`src/rtl/lfsr_pkg.sv`:
```
package lfsr_pkg;

  localparam int MAX_WIDTH = 64;

  // Tap mask for a given register width, 0-indexed (bit k here is tap k+1).
  function automatic logic [MAX_WIDTH-1:0] tap_mask(input int width);
    logic [MAX_WIDTH-1:0] m;
    m = '0;
    case (width)
      32: begin
        m[31] = 1'b1;
        m[21] = 1'b1;
        m[1]  = 1'b1;
        m[0]  = 1'b1;
      end
      3: begin
        m[2] = 1'b1;
        m[1] = 1'b1;
      end
      default: m = '0;
    endcase
    return m;
  endfunction

endpackage

```
`src/rtl/lfsr_rst_sync.sv`:
```
module lfsr_rst_sync #(
  parameter int STAGES = 2
) (
  input  logic clk,
  input  logic arst_n,
  output logic srst_n
);

  logic [STAGES-1:0] sync_q;
  logic [STAGES-1:0] sync_d;

  always_comb begin
    sync_d = {sync_q[STAGES-2:0], 1'b1};
  end

  always_ff @(posedge clk or negedge arst_n) begin
    if (!arst_n) begin
      sync_q <= '0;
    end else begin
      sync_q <= sync_d;
    end
  end

  assign srst_n = sync_q[STAGES-1];

endmodule

```
`src/rtl/lfsr_feedback.sv`:
```
module lfsr_feedback
  import lfsr_pkg::*;
#(
  parameter int WIDTH = 32
) (
  input  logic [WIDTH-1:0] cur,
  output logic             fb
);

  localparam logic [MAX_WIDTH-1:0] FULL_MASK = tap_mask(WIDTH);
  localparam logic [WIDTH-1:0]     TAPS      = FULL_MASK[WIDTH-1:0];

  logic [WIDTH:0] chain;

  assign chain[0] = 1'b0;

  genvar gi;
  generate
    for (gi = 0; gi < WIDTH; gi++) begin : g_tap
      if (TAPS[gi]) begin : g_on
        assign chain[gi+1] = chain[gi] ^ cur[gi];
      end else begin : g_off
        assign chain[gi+1] = chain[gi];
      end
    end
  endgenerate

  assign fb = chain[WIDTH];

endmodule

```
`src/rtl/lfsr_seed_guard.sv`:
```
module lfsr_seed_guard #(
  parameter int WIDTH = 32
) (
  input  logic [WIDTH-1:0] seed_in,
  output logic [WIDTH-1:0] seed_safe
);

  localparam logic [WIDTH-1:0] DEFAULT_SEED = '1;

  always_comb begin
    if (seed_in == '0) begin
      seed_safe = DEFAULT_SEED;
    end else begin
      seed_safe = seed_in;
    end
  end


  always_comb begin
    guard_nonzero_chk: assert (seed_safe != '0);
  end

endmodule

```
`src/rtl/lfsr_state_reg.sv`:
```
module lfsr_state_reg #(
  parameter int WIDTH = 32
) (
  input  logic             clk,
  input  logic             rst_n,
  input  logic             en,
  input  logic             load,
  input  logic [WIDTH-1:0] load_val,
  input  logic             fb,
  output logic [WIDTH-1:0] state_q
);

  localparam logic [WIDTH-1:0] RESET_VAL = '1;

  logic [WIDTH-1:0] state_d;

  always_comb begin
    state_d = state_q;
    if (load) begin
      state_d = load_val;
    end else if (en) begin
      state_d = {state_q[WIDTH-2:0], fb};
    end
  end

  always_ff @(posedge clk or negedge rst_n) begin
    if (!rst_n) begin
      state_q <= RESET_VAL;
    end else if (load || en) begin
      state_q <= state_d;
    end
  end


  hold_when_idle_chk: assert property (@(posedge clk) disable iff (!rst_n)
    (!en && !load) |=> $stable(state_q));


  shift_up_chk: assert property (@(posedge clk) disable iff (!rst_n)
    (en && !load) |=> (state_q[WIDTH-1:1] == $past(state_q[WIDTH-2:0])));


  load_value_chk: assert property (@(posedge clk) disable iff (!rst_n)
    load |=> (state_q == $past(load_val)));


  never_zero_chk: assert property (@(posedge clk) disable iff (!rst_n)
    state_q != '0);

endmodule

```
`src/rtl/prng_lfsr.sv`:
```
module prng_lfsr #(
  parameter int WIDTH       = 32,
  parameter int SYNC_STAGES = 2
) (
  input  logic             clk,
  input  logic             rst_n,
  input  logic             en,
  input  logic             seed_load,
  input  logic [WIDTH-1:0] seed,
  output logic [WIDTH-1:0] state,
  output logic             serial_out
);

  logic             srst_n;
  logic             fb;
  logic [WIDTH-1:0] seed_safe;
  logic [WIDTH-1:0] state_q;

  lfsr_rst_sync #(
    .STAGES (SYNC_STAGES)
  ) u_rst_sync (
    .clk    (clk),
    .arst_n (rst_n),
    .srst_n (srst_n)
  );

  lfsr_feedback #(
    .WIDTH (WIDTH)
  ) u_feedback (
    .cur (state_q),
    .fb  (fb)
  );

  lfsr_seed_guard #(
    .WIDTH (WIDTH)
  ) u_seed_guard (
    .seed_in   (seed),
    .seed_safe (seed_safe)
  );

  lfsr_state_reg #(
    .WIDTH (WIDTH)
  ) u_state_reg (
    .clk      (clk),
    .rst_n    (srst_n),
    .en       (en),
    .load     (seed_load),
    .load_val (seed_safe),
    .fb       (fb),
    .state_q  (state_q)
  );

  assign state      = state_q;
  assign serial_out = state_q[WIDTH-1];


  zero_seed_default_chk: assert property (@(posedge clk) disable iff (!srst_n)
    (seed_load && (seed == '0)) |=> (state == '1));


  load_over_shift_chk: assert property (@(posedge clk) disable iff (!srst_n)
    (seed_load && en && (seed != '0)) |=> (state == $past(seed)));

endmodule

```
`config.mk`:
```
export PLATFORM = sky130hd
export DESIGN_NAME = prng_lfsr
export DESIGN_NICKNAME = d
export VERILOG_FILES = /design/src/rtl/lfsr_pkg.sv /design/src/rtl/lfsr_rst_sync.sv /design/src/rtl/lfsr_feedback.sv /design/src/rtl/lfsr_seed_guard.sv /design/src/rtl/lfsr_state_reg.sv /design/src/rtl/prng_lfsr.sv
export SDC_FILE = /design/constraint.sdc
export NUM_CORES = 1
export LEC_CHECK = 0
export ABC_CLOCK_PERIOD_IN_PS = 900
export BUFFER_PORTS_ARGS = -buffer_cell sky130_fd_sc_hd__clkbuf_2
export CAP_MARGIN = 20
export CORE_MARGIN = 5
export CORE_UTILIZATION = 35
export CTS_CLUSTER_DIAMETER = 100
export DETAILED_ROUTE_END_ITERATION = 6
export REMOVE_ABC_BUFFERS = 1
export SLEW_MARGIN = 10
export SYNTH_ARGS = -nofsm -noshare
export SYNTH_HDL_FRONTEND = slang
export SYNTH_SLANG_ARGS = --single-unit
```
`constraint.sdc`:
```
create_clock -name clk -period 0.9 [get_ports clk]
set_clock_uncertainty 0.1 [all_clocks]
set_input_delay 0.18 -clock clk [delete_from_list [all_inputs] [get_ports clk]]
set_output_delay 0.18 -clock clk [all_outputs]
set_load 0.05 [all_outputs]
```
# Word level (Yosys, flattened, before mapping)
# Cells that the tools add are included.
# classes
reduce_logical	4
bitwise_logic	3
mux	3
# op_table
operator	count
two-way mux 32 bit	3
zero test 32 bit	1
XOR 1 bit	3
AND reduction 2 bit	1
nonzero test 2 bit	1
logical OR 1 bit	1
# totals
wordCells	12
output_inout_bits	33
reg_bits	34

# Logic depth before layout (Yosys ltp)
# Gate-level depths: netlist (run 1).
# logic_depth
depth_word	5
ltp_mapped	6
depth_no_buf	4

# Hierarchy
# Synthesis (run 1) repeated with hierarchy kept, for this count alone.
# unflattened
cells_unflattened	194
hier_area_um2	2110.8
# by_module_without_submodules
module	instances	cells_each	area_per_inst_um2
lfsr_state_reg	1	139	1552.7
lfsr_seed_guard	1	48	470.5
lfsr_rst_sync	1	3	53.8
lfsr_feedback	1	3	26.3
prng_lfsr	1	1	7.5

# Worst setup path after synthesis (run 1)
# No wires, ideal clock.
# synth_path
path_kind	flip-flop to flip-flop
startpoint	reg u_state_reg.state_q[21]
endpoint	reg u_state_reg.state_q[0]
path_slack_ns	-0.742
path_stages_with_launch	5
arrival_ns	1.474
required_ns	0.732
path_cell_list	dfstp_2 -> xor3_1 -> nand2_1 -> xnor2_1 -> a2bb2oi_2
# synth_between
elab_chain_cells	4
# synth_rtl
element	line_no	rtl
from (decl)	lfsr_state_reg.sv:10	output logic [WIDTH-1:0] state_q
from (signal assigned)	lfsr_state_reg.sv:30	state_q <= state_d;
XOR 1 bit (2 in a row)	lfsr_feedback.sv:21	assign chain[gi+1] = chain[gi] ^ cur[gi];
two-way mux 32 bit	lfsr_state_reg.sv:21	end else if (en) begin
two-way mux 32 bit	lfsr_state_reg.sv:19	if (load) begin
# No other way between the ends. The select of a mux whose other input is x is not followed.
# A chain may end at the register's enable or synchronous reset.

# Worst setup path after layout (run 1)
# Same ends and word-level chain as after synthesis.

==> metrics.md, run 1 <==
| Metric | Value |
|---|---|
| Die width | `about 83 µm` |
| Drt drc | `0` |
| Post-Syn Instances | `just under 200` |
| Mean Syn Cell Area | `around 9.6 µm²` |
| # IOs | `~70` |
| Drt pass-1 iters | `4` |
| # port buffers | `68` |
| Num CTS Buffers | `5` |
| Hold Crit Class | `in -> reg` |
| CTS tree | `done` |
| Crit Path Max Fanout | `2` |
| Synth Register Bits | `34` |
| Post-Place Cell Area | `about 0.0027 mm²` |
| Core area | `0.00514 mm²` |
| CP Class | `reg -> reg` |
| Cell Rows | `26` |
| Total track usage | `19.0%` |
| Critical Path Slowest Stage Cell | `dfstp_2` |
| CP Launch Type | `register` |
| Latest clock arrival within the worst-skew pair | `0.29 ns` |
| Final nets | `roughly 350` |
| Failing checks | `setup timing` |
| Max frequency | `between 600 and 700 MHz` |
| Power Total | `roughly 5.7 mW` |
| Largest net degree at the start of global routing | `34` |
| DP HPWL | `3.50 mm` |
| DR iter-0 viols | `120` |
| CTS sink count | `34` |
| RSZ-0062 raised after global routing | `true` |
| GP Congestion | `0.780` |
| Worst r2r path cells | `4` |
| Final hold violation count | `0` |
| Worst-path clk slew | `approximately 0.080 ns` |
| Vias per cell | `approximately 5` |
| Post-layout min period | `1.50 ns` |
| Post-route insts no fill | `384` |
| Req. time, crit path | `1.02 ns` |
| Synth unique cells | `20` |
| First-pass GRT wire length | `between 10 and 15 mm` |
| Hold-critical path depth | `3` |
| Cell area after synthesis | `between 0.0015 and 0.002 mm²` |
| Post-Route WL | `roughly 6.7 mm` |
| Lkg Pwr | `1.67 nW` |
| H-tree Lvls | `2` |
| DP Cell Count | `346` |
| Share of layout cells above drive strength 1 | `63.7%` |
| Fin. max-slew vios | `0` |
| CP max stage delay | `roughly 0.54 ns` |
| Status | `finished, violations left` |
| Fin crit share | `167%` |
| Cell Chain, Critical Path | `xor3_1 > nand2_2 > xnor2_2 > a2bb2oi_2` |
| Worst path arrival time | `between 1.5 and 2 ns` |
| Post-DR wirelength/cell | `approximately 17 µm` |
| DIE AREA | `between 0.006 and 0.007 mm²` |
| Maxcap violations | `0` |
| N_diodes | `0` |
| CTS max path bufs | `2` |
| Cell Pwr Density | `1470 mW/mm²` |
| YS warnings | `0` |
| Die height | `around 83 µm` |
| Initial Utilization | `a little over a third` |
| DRT antenna net count | `0` |
| Setup ws final | `-0.603 ns` |
| Vias in the first global route | `2098` |
| Final core utilization | `approximately 75%` |
| Finished Cell Area | `0.00385 mm²` |
| Synth-to-layout area growth | `106%` |
| Worst hold slack | `between 0.015 and 0.02 ns` |
| Worst VDD drop | `between 0.001 and 0.0015 V` |
| Post-place setup slack | `-0.775 ns` |
| Clock root cell | `clkbuf_8` |
| Seq/Total Area, Yosys | `47.6%` |
| Worst setup EP type | `register` |
| Setup TNS | `-26.00 ns` |
| Grt total ovfl | `0` |
| Final setup vio count | `65` |
| Initial antenna violation count | `0` |
| Vias | `1942` |
## area by class of cell
cell class,instances,area (µm²)
timing repair buffer,131,1550
fill,341,1290
multi-input combinational,110,1110
sequential,34,891
inverter,31,116
tap,70,87.6
clock buffer,6,82.6
clock inverter,2,12.5
## critical path, delay by kind of cell, from the launching register on
family | cells | cell delay, ns
xor+xnor | 2 | 0.55
flops | 1 | 0.54
compound gates | 1 | 0.16
simple gates | 1 | 0.09
## power breakdown
| part | total [mW] | switching [mW] | internal (mW) |
|---|---|---|---|
| Combinational | 2.47 | 1.18 | 1.28 |
| Clock | 1.22 | 0.602 | 0.615 |
| Sequential | 1.97 | 0.168 | 1.80 |
| Total | 5.65 | 1.95 | 3.70 |
## synthesized netlist by cell type
| cell | instances | share of area (%) |
|---|---|---|
| dfstp_2 | 32 | 45 |
| nor2b_1 | 32 | 11 |
| a211oi_1 | 31 | 12 |
| a31oi_1 | 31 | 10 |
| inv_1 | 31 | 6.2 |
| clkbuf_1 | 10 | 2.0 |
| nor4_1 | 7 | 2.3 |
| buf_6 | 4 | 2.4 |
| buf_1 | 2 | 0.40 |
| buf_2 | 2 | 0.53 |
| dfrtp_1 | 2 | 2.7 |
| nand4_1 | 2 | 0.67 |
| a2bb2oi_2 | 1 | 0.80 |
| buf_4 | 1 | 0.40 |
| conb_1 | 1 | 0.20 |
| nand2_1 | 1 | 0.20 |
| nor4_2 | 1 | 0.67 |
| or2_1 | 1 | 0.33 |
| xnor2_1 | 1 | 0.47 |
| xor3_1 | 1 | 1.3 |
## what timing repair did
action	in CTS	in global routing
buffers inserted	25	1
endpoints found under the setup margin	65	65
resized for setup	83	28
hold buffers	3	0
pin swaps	34	2
endpoints found under the hold margin	4	0
cloned	3	0
## metal layers
metal,vias up,part of all wire (%),global-route usage (%)
met2,60,52,32.4
met5,-,0,0
met3,9,5.0,5.35
met1,940,41,23.8
met4,0,1.2,4.61
li1,933,-,-
## state kept, by name, indices dropped and copies added, names as in the netlist
register             flops
u_rst_sync.sync_q        2
u_state_reg.state_q     32
## final timing paths
kind	start	to	slack, ns
max in group asynchronous	u_rst_sync.sync_q[1]	u_state_reg.state_q[19]	0.32
max reg2reg	u_state_reg.state_q[21]	u_state_reg.state_q[0]	-0.60
min reg2reg	u_rst_sync.sync_q[0]	u_rst_sync.sync_q[1]	0.25
max	u_state_reg.state_q[21]	u_state_reg.state_q[0]	-0.60
min in group asynchronous	rst_n	u_rst_sync.sync_q[0]	0.11
min	seed[5]	u_state_reg.state_q[5]	0.02
## cells by family after synthesis
kind of cell,synth area share [%]
AOI/OAI and AO/OA,23.6
xor gates and xnor gates,1.74
buffers and inverters,12.0
DFF,47.6
other,0.200
and+or+nand+nor,14.9
## placed cells by master, fill, tap and decap left out
| cell type | count |
|---|---|
| xnor2_2 | 1 |
| a2bb2oi_2 | 1 |
| nor4_4 | 4 |
| nor2b_1 | 32 |
| conb_1 | 1 |
| clkbuf_8 | 6 |
| clkbuf_2 | 32 |
| buf_2 | 1 |
| clkbuf_16 | 18 |
| buf_4 | 47 |
| nand4_1 | 2 |
| nor4_2 | 3 |
| a31oi_4 | 16 |
| xor3_1 | 1 |
| nand2_2 | 1 |
| buf_6 | 4 |
| dfrtp_1 | 2 |
| buf_16 | 1 |
| clkinvlp_4 | 1 |
| a211oi_2 | 4 |
| clkinv_2 | 1 |
| nor4_1 | 1 |
| a31oi_1 | 14 |
| a31oi_2 | 1 |
| or2_4 | 1 |
| dfstp_2 | 32 |
| buf_8 | 4 |
| inv_1 | 31 |
| dlygate4sd3_1 | 3 |
| a211oi_1 | 27 |
| buf_12 | 21 |
Note: power is estimated with default switching activity, not from simulation.
==> inputs of run 2 (changes only) <==
--- a/config.mk
+++ b/config.mk
@@ -5,6 +5,7 @@
 export SDC_FILE = /design/constraint.sdc
 export NUM_CORES = 1
 export LEC_CHECK = 0
+export ABC_AREA = 1
 export ABC_CLOCK_PERIOD_IN_PS = 900
 export BUFFER_PORTS_ARGS = -buffer_cell sky130_fd_sc_hd__clkbuf_2
 export CAP_MARGIN = 20
==> metrics.md, run 2 <==
| Metric | Value |
|---|---|
| Status | `finished, violations left` |
| Failing checks | `setup timing` |
| Cell area after synthesis | `0.00209 mm²` |
| Post-Place Cell Area | `between 0.003 and 0.004 mm²` |
| Final nets | `roughly 490` |
| Highest-count cells in the layout ignoring fill and taps | `nand2_1 (108), nor2_1 (91), buf_4 (50)` |
| Core area | `0.00589 mm²` |
| CP Launch Type | `register` |
| Die height | `87.4 µm` |
| Ys async rst share | `100%` |
| Post-layout min period | `approximately 1.3 ns` |
| GP Congestion | `between 0.7 and 0.8` |
| Post-Route WL | `6.82 mm` |
| Share of layout cells above drive strength 1 | `about half` |
| Largest net degree at the start of global routing | `33` |
| Prevailing post-synth register cell | `dfstp_2` |
| RSZ-0062 raised after global routing | `true` |
| Worst path arrival time | `around 1.1 ns` |
| # IOs | `just under 70` |
| Lkg Pwr | `1.94 nW` |
| First-pass GRT wire length | `about 11 mm` |
| CTS sink count | `34` |
| Worst setup EP type | `primary output` |
| Met1 wire length | `2.98 mm` |
| Initial Utilization | `~36%` |
| Worst hold slack | `just under 0.1 ns` |
| Post-DR wirelength/cell | `12.8 µm` |
| Post-place setup slack | `-0.394 ns` |
| Drt drc | `0` |
| Register share of total power | `33.6%` |
| Vias | `2465` |
| Cell Chain, Critical Path | `clkbuf_8` |
| DIE AREA | `0.00763 mm²` |
| Mean Syn Cell Area | `approximately 6.5 µm²` |
| Die width | `~87 µm` |
| Internal power | `3.98 mW` |
| Fin. max-slew vios | `0` |
| Synth Register Bits | `34` |
| Number of flops mapped to enable cells by yosys | `0` |
| Setup ws final | `-0.440 ns` |
| Final setup vio count | `65` |
| Cell Rows | `28` |
| DP HPWL | `4.22 mm` |
| Hold Crit Class | `in -> async` |
| Total track usage | `18.1%` |
| # port buffers | `68` |
| Initial antenna violation count | `0` |
| H-tree Lvls | `2` |
| Top Registers | `u_state_reg.state_q x32, u_rst_sync.sync_q x2` |
| Grt total ovfl | `0` |
| YS warnings | `0` |
| Vias per cell | `4.62` |
| Cell Pwr Density | `1570 mW/mm²` |
| Drt pass-1 iters | `4` |
| N_diodes | `0` |
| Num CTS Buffers | `5` |
| Worst-path clk slew | `around 0.080 ns` |
| Sw Ratio | `35.8%` |
| Crit Path Max Fanout | `5` |
| CP max stage delay | `about 0.58 ns` |
| Latest clock arrival within the worst-skew pair | `between 0.2 and 0.3 ns` |
| DRT antenna net count | `0` |
| Met3 WL | `between 300 and 400 µm` |
| Critical Path Slowest Stage Cell | `dfstp_2` |
| Finished Cell Area | `between 0.003 and 0.004 mm²` |
| Req. time, crit path | `a little over 0.6 ns` |
| WL met2 | `approximately 3.4 mm` |
| CP Class | `reg -> out` |
| Most common cell after layout, fill and taps aside | `nand2_1` |
| Share of the synthesized area in the top cell type | `~40%` |
| Synth unique cells | `18` |
| Max FFs per register | `32` |
| CTS max path bufs | `2` |
| Critical path's top delay family | `flip-flops` |
| Most common cell in the netlist | `nand2_1` |
| DR iter-0 viols | `between 100 and 150` |
| Seq/Total Area, Yosys | `a little over two fifths` |
| Commonest cells post-synth | `nand2_1 (111), nor2_1 (110), dfstp_2 (32), o21ai_1 (32), buf_2 (13)` |
| Net Sw Power | `approximately 2.2 mW` |
| Area leader, netlist | `dfstp_2` |
| Clock root cell | `clkbuf_8` |
| Critical path buffer and inverter count | `1` |
| Post-Syn Instances | `324` |
| Most area-consuming cells after synthesis | `dfstp_2 (40%), nand2_1 (20%), nor2_1 (20%)` |
| Fin crit share | `149%` |
| CTS tree | `done` |
| Reg with most FFs | `u_state_reg.state_q` |
| Vias in the first global route | `2415` |
| Top Metal Used | `met4` |
| Clock group share of total power | `between 10% and 20%` |
| Maxcap violations | `0` |
| Comb power frac | `46.8%` |
| Worst VDD drop | `approximately 0.00088 V` |
| Max frequency | `between 700 and 800 MHz` |
| Synth-to-layout area growth | `88.7%` |
| Final hold violation count | `0` |
-- run 2: per-stage QoR --
stage               TNS [ns]  power (mW)  instances  utilization, %
detailed placement    -16.37        4.09        503            51.7
floorplan             -15.98        3.18        304               -
CTS                   -18.48        6.05        527            63.9
finish                -18.68        6.21        534            67.2
global route          -21.54        6.53        534            67.2
global placement      -16.29        4.07        503            51.7
-- run 2: metal layers --
layer / vias to the layer above / track usage [%]
met5: - / 0
met3: 6 / 4.07
li1: 1258 / -
met1: 1129 / 22.3
met2: 72 / 31.3
met4: 0 / 5.30
-- run 2: power by group through the flow --
stage / Combinational [mW] / Clock [mW] / Sequential (mW)
after CTS: 2.71 / 1.25 / 2.08
after detailed placement: 2.04 / 0 / 2.05
after global routing: 3.08 / 1.33 / 2.12
after floorplan: 0.443 / 0 / 2.74
final: 2.91 / 1.21 / 2.09
after global placement: 2.02 / 0 / 2.05
-- run 2: worst paths after layout --
| path | startpoint | end | slack [ns] | cells past startpoint |
|---|---|---|---|---|
| max | u_state_reg.state_q[31] | state[31] | -0.44 | 1 |
| min | rst_n | u_rst_sync.sync_q[1] | 0.1 | 2 |
| max reg2reg | u_state_reg.state_q[21] | u_state_reg.state_q[0] | -0.42 | 9 |
| min reg2reg | u_rst_sync.sync_q[0] | u_rst_sync.sync_q[1] | 0.26 | 0 |
| max in group asynchronous | u_rst_sync.sync_q[1] | u_state_reg.state_q[7] | 0.32 | 1 |
| min in group clk | seed[28] | u_state_reg.state_q[28] | 0.12 | 5 |
-- run 2: what timing repair did --
item | 4_1_cts | 5_1_grt
gates resized for setup | 87 | 43
pin swaps | 8 | 32
hold buffers | 1 | 0
hold endpoints to repair | 2 | 0
cloned | 0 | 0
buffers inserted | 15 | 11
endpoints found under the setup margin | 65 | 65
-- run 2: cell families (layout without fill, tap and decap cells) --
logic type             after synthesis  count (layout)  share of synthesized area (%)
other                                1               1                          0.179
flip-flops                          34              34                           42.5
AND/OR/NAND/NOR                    228             228                           41.9
XOR/XNOR                             1               1                          0.418
buffers and inverters               26             161                           6.69
AO/OA/AOI/OAI                       34              34                           8.24
-- run 2: area by class of cell --
| class | count | area, µm² |
|---|---|---|
| timing repair buffer | 147 | 1690 |
| multi-input combinational | 264 | 1160 |
| fill | 482 | 1930 |
| sequential | 34 | 891 |
| clock inverter | 2 | 12.5 |
| inverter | 6 | 22.5 |
| clock buffer | 6 | 82.6 |
| tap | 75 | 93.8 |
-- run 2: worst reg2reg max path: cells and delay by family, from the launching register on --
family	cells	cell delay, ns
AO/OA/AOI/OAI	1	0.13
buffers and inverters	2	0.16
flip-flops	1	0.59
AND/OR/NAND/NOR	6	0.31
==> inputs of run 3 (changes only) <==
--- a/config.mk
+++ b/config.mk
@@ -7,7 +7,7 @@
 export LEC_CHECK = 0
 export ABC_AREA = 1
 export ABC_CLOCK_PERIOD_IN_PS = 900
-export BUFFER_PORTS_ARGS = -buffer_cell sky130_fd_sc_hd__clkbuf_2
+export BUFFER_PORTS_ARGS = -buffer_cell sky130_fd_sc_hd__buf_2
 export CAP_MARGIN = 20
 export CORE_MARGIN = 5
 export CORE_UTILIZATION = 35
@@ -17,4 +17,5 @@
 export SLEW_MARGIN = 10
 export SYNTH_ARGS = -nofsm -noshare
 export SYNTH_HDL_FRONTEND = slang
+export SYNTH_HIERARCHICAL = 1
 export SYNTH_SLANG_ARGS = --single-unit
==> metrics.md, run 3 <==
| Metric | Value |
|---|---|
| Critical Path Slowest Stage Cell | `dfstp_2` |
| Reg-to-Reg End | `u_state_reg/state_q[0]` |
| # port buffers | `~70` |
| Cell Chain, Critical Path | `buf_6` |
| Die width | `90.2 µm` |
| Comb power frac | `between 40% and 50%` |
| Grt total ovfl | `0` |
| CP startpoint | `u_state_reg/state_q[31]` |
| Hold-critical path depth | `5` |
| Highest-count cells in the layout ignoring fill and taps | `nand2_1 (73), buf_4 (54), nand3_1 (49)` |
| Die height | `approximately 90 µm` |
| Drt drc | `0` |
| Maxcap violations | `0` |
| Seq/Total Area, Yosys | `39.6%` |
| Worst reg2reg setup slack | `-0.36 ns` |
| Num CTS Buffers | `5` |
| DIE AREA | `~0.0081 mm²` |
| Cell area after synthesis | `approximately 0.0022 mm²` |
| Lkg Pwr | `between 2 and 2.5 nW` |
| Setup ws final | `-0.396 ns` |
| Latest clock arrival within the worst-skew pair | `roughly 0.29 ns` |
| Core area | `0.00631 mm²` |
| DR iter-0 viols | `156` |
| Max frequency | `772 MHz` |
| Synth Register Bits | `34` |
| Synth unique cells | `17` |
| Total track usage | `18.2%` |
| Failing checks | `setup timing` |
| # IOs | `between 60 and 70` |
| GP Congestion | `approximately 0.77` |
| Hold Crit Class | `in -> reg` |
| Vias | `around 2500` |
| CTS tree | `done` |
| Prevailing post-synth register cell | `dfstp_2` |
| Net Sw Power | `1.89 mW` |
| Area leader, netlist | `dfstp_2` |
| Drt pass-1 iters | `4` |
| Fin. max-slew vios | `0` |
| Crit Path Max Fanout | `3` |
| Cell Rows | `29` |
| Setup TNS | `-18.56 ns` |
| CTS sink count | `34` |
| Sw Ratio | `35.1%` |
| Max FFs per register | `32` |
| Worst VDD drop | `~0.00079 V` |
| RSZ-0062 raised after global routing | `true` |
| Final hold violation count | `0` |
| Critical path buffer and inverter count | `1` |
| Fin crit share | `144%` |
| Req. time, crit path | `approximately 0.62 ns` |
| Commonest cells post-synth | `nand2_1 (80), nand3_1 (65), inv_1 (36), dfstp_2 (32), o21ai_2 (30)` |
| Critical path's top delay family | `flip-flops` |
| YS warnings | `6` |
| Final nets | `roughly 470` |
| Post-Route WL | `between 7 and 8 mm` |
| CP Launch Type | `register` |
| Status | `finished, violations left` |
| Initial Utilization | `a little over a third` |
| Post-place setup slack | `-0.512 ns` |
| Post-Place Cell Area | `between 0.003 and 0.004 mm²` |
| Initial antenna violation count | `0` |
| DP HPWL | `roughly 4.5 mm` |
| Vias per cell | `about 4.9` |
| Share of layout cells above drive strength 1 | `61.8%` |
| Most common cell after layout, fill and taps aside | `nand2_1` |
| Worst setup EP type | `primary output` |
| CP max stage delay | `around 0.57 ns` |
| Ys async rst share | `100%` |
| RR Startpoint | `u_state_reg/state_q[1]` |
| Register share of total power | `about 37%` |
| Reg with most FFs | `u_state_reg/state_q` |
| Post-layout min period | `between 1 and 1.5 ns` |
| Worst-path clk slew | `roughly 0.070 ns` |
| Synth-to-layout area growth | `85.1%` |
| HP Start | `seed[8]` |
| Top Registers | `u_state_reg/state_q x32, u_rst_sync/sync_q x2` |
| Cell Pwr Density | `1290 mW/mm²` |
| Finished Cell Area | `about 0.0042 mm²` |
| Mean Syn Cell Area | `7.65 µm²` |
| Vias in the first global route | `between 2000 and 2500` |
| Number of flops mapped to enable cells by yosys | `0` |
| Most common cell in the netlist | `nand2_1` |
| First-pass GRT wire length | `~12 mm` |
| Share of the synthesized area in the top cell type | `roughly 37%` |
| Worst r2r path cells | `8` |
| Clock root cell | `clkbuf_8` |
| Worst path arrival time | `slightly above 1 ns` |
| Clock group share of total power | `a little over a fifth` |
| CP Class | `reg -> out` |
| Post-Syn Instances | `~290` |
| Post-DR wirelength/cell | `14.8 µm` |
| Worst hold slack | `between 0.08 and 0.09 ns` |
| Largest net degree at the start of global routing | `33` |
| H-tree Lvls | `2` |
| Internal power | `between 3 and 4 mW` |
| WHS Endpoint | `u_state_reg/state_q[8]` |
| Final setup vio count | `65` |
| N_diodes | `0` |
| DRT antenna net count | `0` |
| CTS max path bufs | `2` |
| Power Total | `around 5.4 mW` |
| Most area-consuming cells after synthesis | `dfstp_2 (37%), nand3_1 (14%), nand2_1 (13%)` |
[run 3: cell types whose count changed after synthesis, sizes merged]
cell,change
nand3,+65
clkbuf,-3
nand2,-32
inv,+31
buf,+4
o21ai,-1
nor2,-93
o21bai,-1
[run 3: kinds of logic (layout without fill, tap and decap cells)]
| logic type | after synthesis | after routing | share of synthesized area, % |
|---|---|---|---|
| buffers and inverters | 58 | 196 | 15.0 |
| AOI/OAI and AO/OA | 32 | 32 | 12.1 |
| DFF | 34 | 34 | 39.6 |
| other | 1 | 1 | 0.167 |
| and+or+nand+nor | 168 | 168 | 32.7 |
| xor gates and xnor gates | 1 | 1 | 0.389 |
[run 3: power by group through the flow]
stage	sequential [mW]	combinational, mW	clock (mW)
global placement	1.92	1.66	0
detailed placement	1.92	1.67	0
floorplan	2.53	0.346	0
finish	1.96	2.24	1.17
CTS	1.96	2.12	1.22
global route	1.98	2.38	1.28
[run 3: area by class of cell]
| type | instances | area (µm²) |
|---|---|---|
| fillers | 491 | 2150 |
| repair buffers | 151 | 1700 |
| multi-input cells | 202 | 1240 |
| flip-flops and latches | 34 | 891 |
| inverters | 37 | 139 |
| well taps | 77 | 96.3 |
| clock buffers | 7 | 86.3 |
| clock inverters | 1 | 5.00 |
[run 3: worst max-delay path by stage]
stage	end	depth (start not counted)	slack, ns
after global placement	u_state_reg/state_q[30]	9	-0.47
after detailed placement	u_state_reg/state_q[30]	9	-0.51
after floorplan	u_state_reg/state_q[30]	7	-0.90
after CTS	state[31]	1	-0.41
final	state[31]	1	-0.40
after global routing	state[1]	1	-0.42
[run 3: what timing repair did]
action / CTS / global route
resized for setup: 147 / 58
setup buffers: 17 / 3
hold buffers: 1 / 0
endpoints found under the setup margin: 65 / 65
cloned: 6 / 0
pin swaps: 29 / 54
hold endpoints to repair: 2 / 0
[run 3: metrics by stage]
stage	instances	util, %
2_1_floorplan	273	-
6_report	509	66.0
3_3_place_gp	479	48.1
3_5_place_dp	479	48.1
5_1_grt	509	66.0
4_1_cts	509	62.9
[run 3: layer usage]
layer / track usage, % / part of all wire (%) / vias up
li1: - / - / 1212
met1: 23.7 / 40 / 1139
met2: 30.0 / 50 / 99
met3: 4.42 / 6.8 / 22
met4: 4.96 / 2.8 / 0
met5: 0 / 0 / -
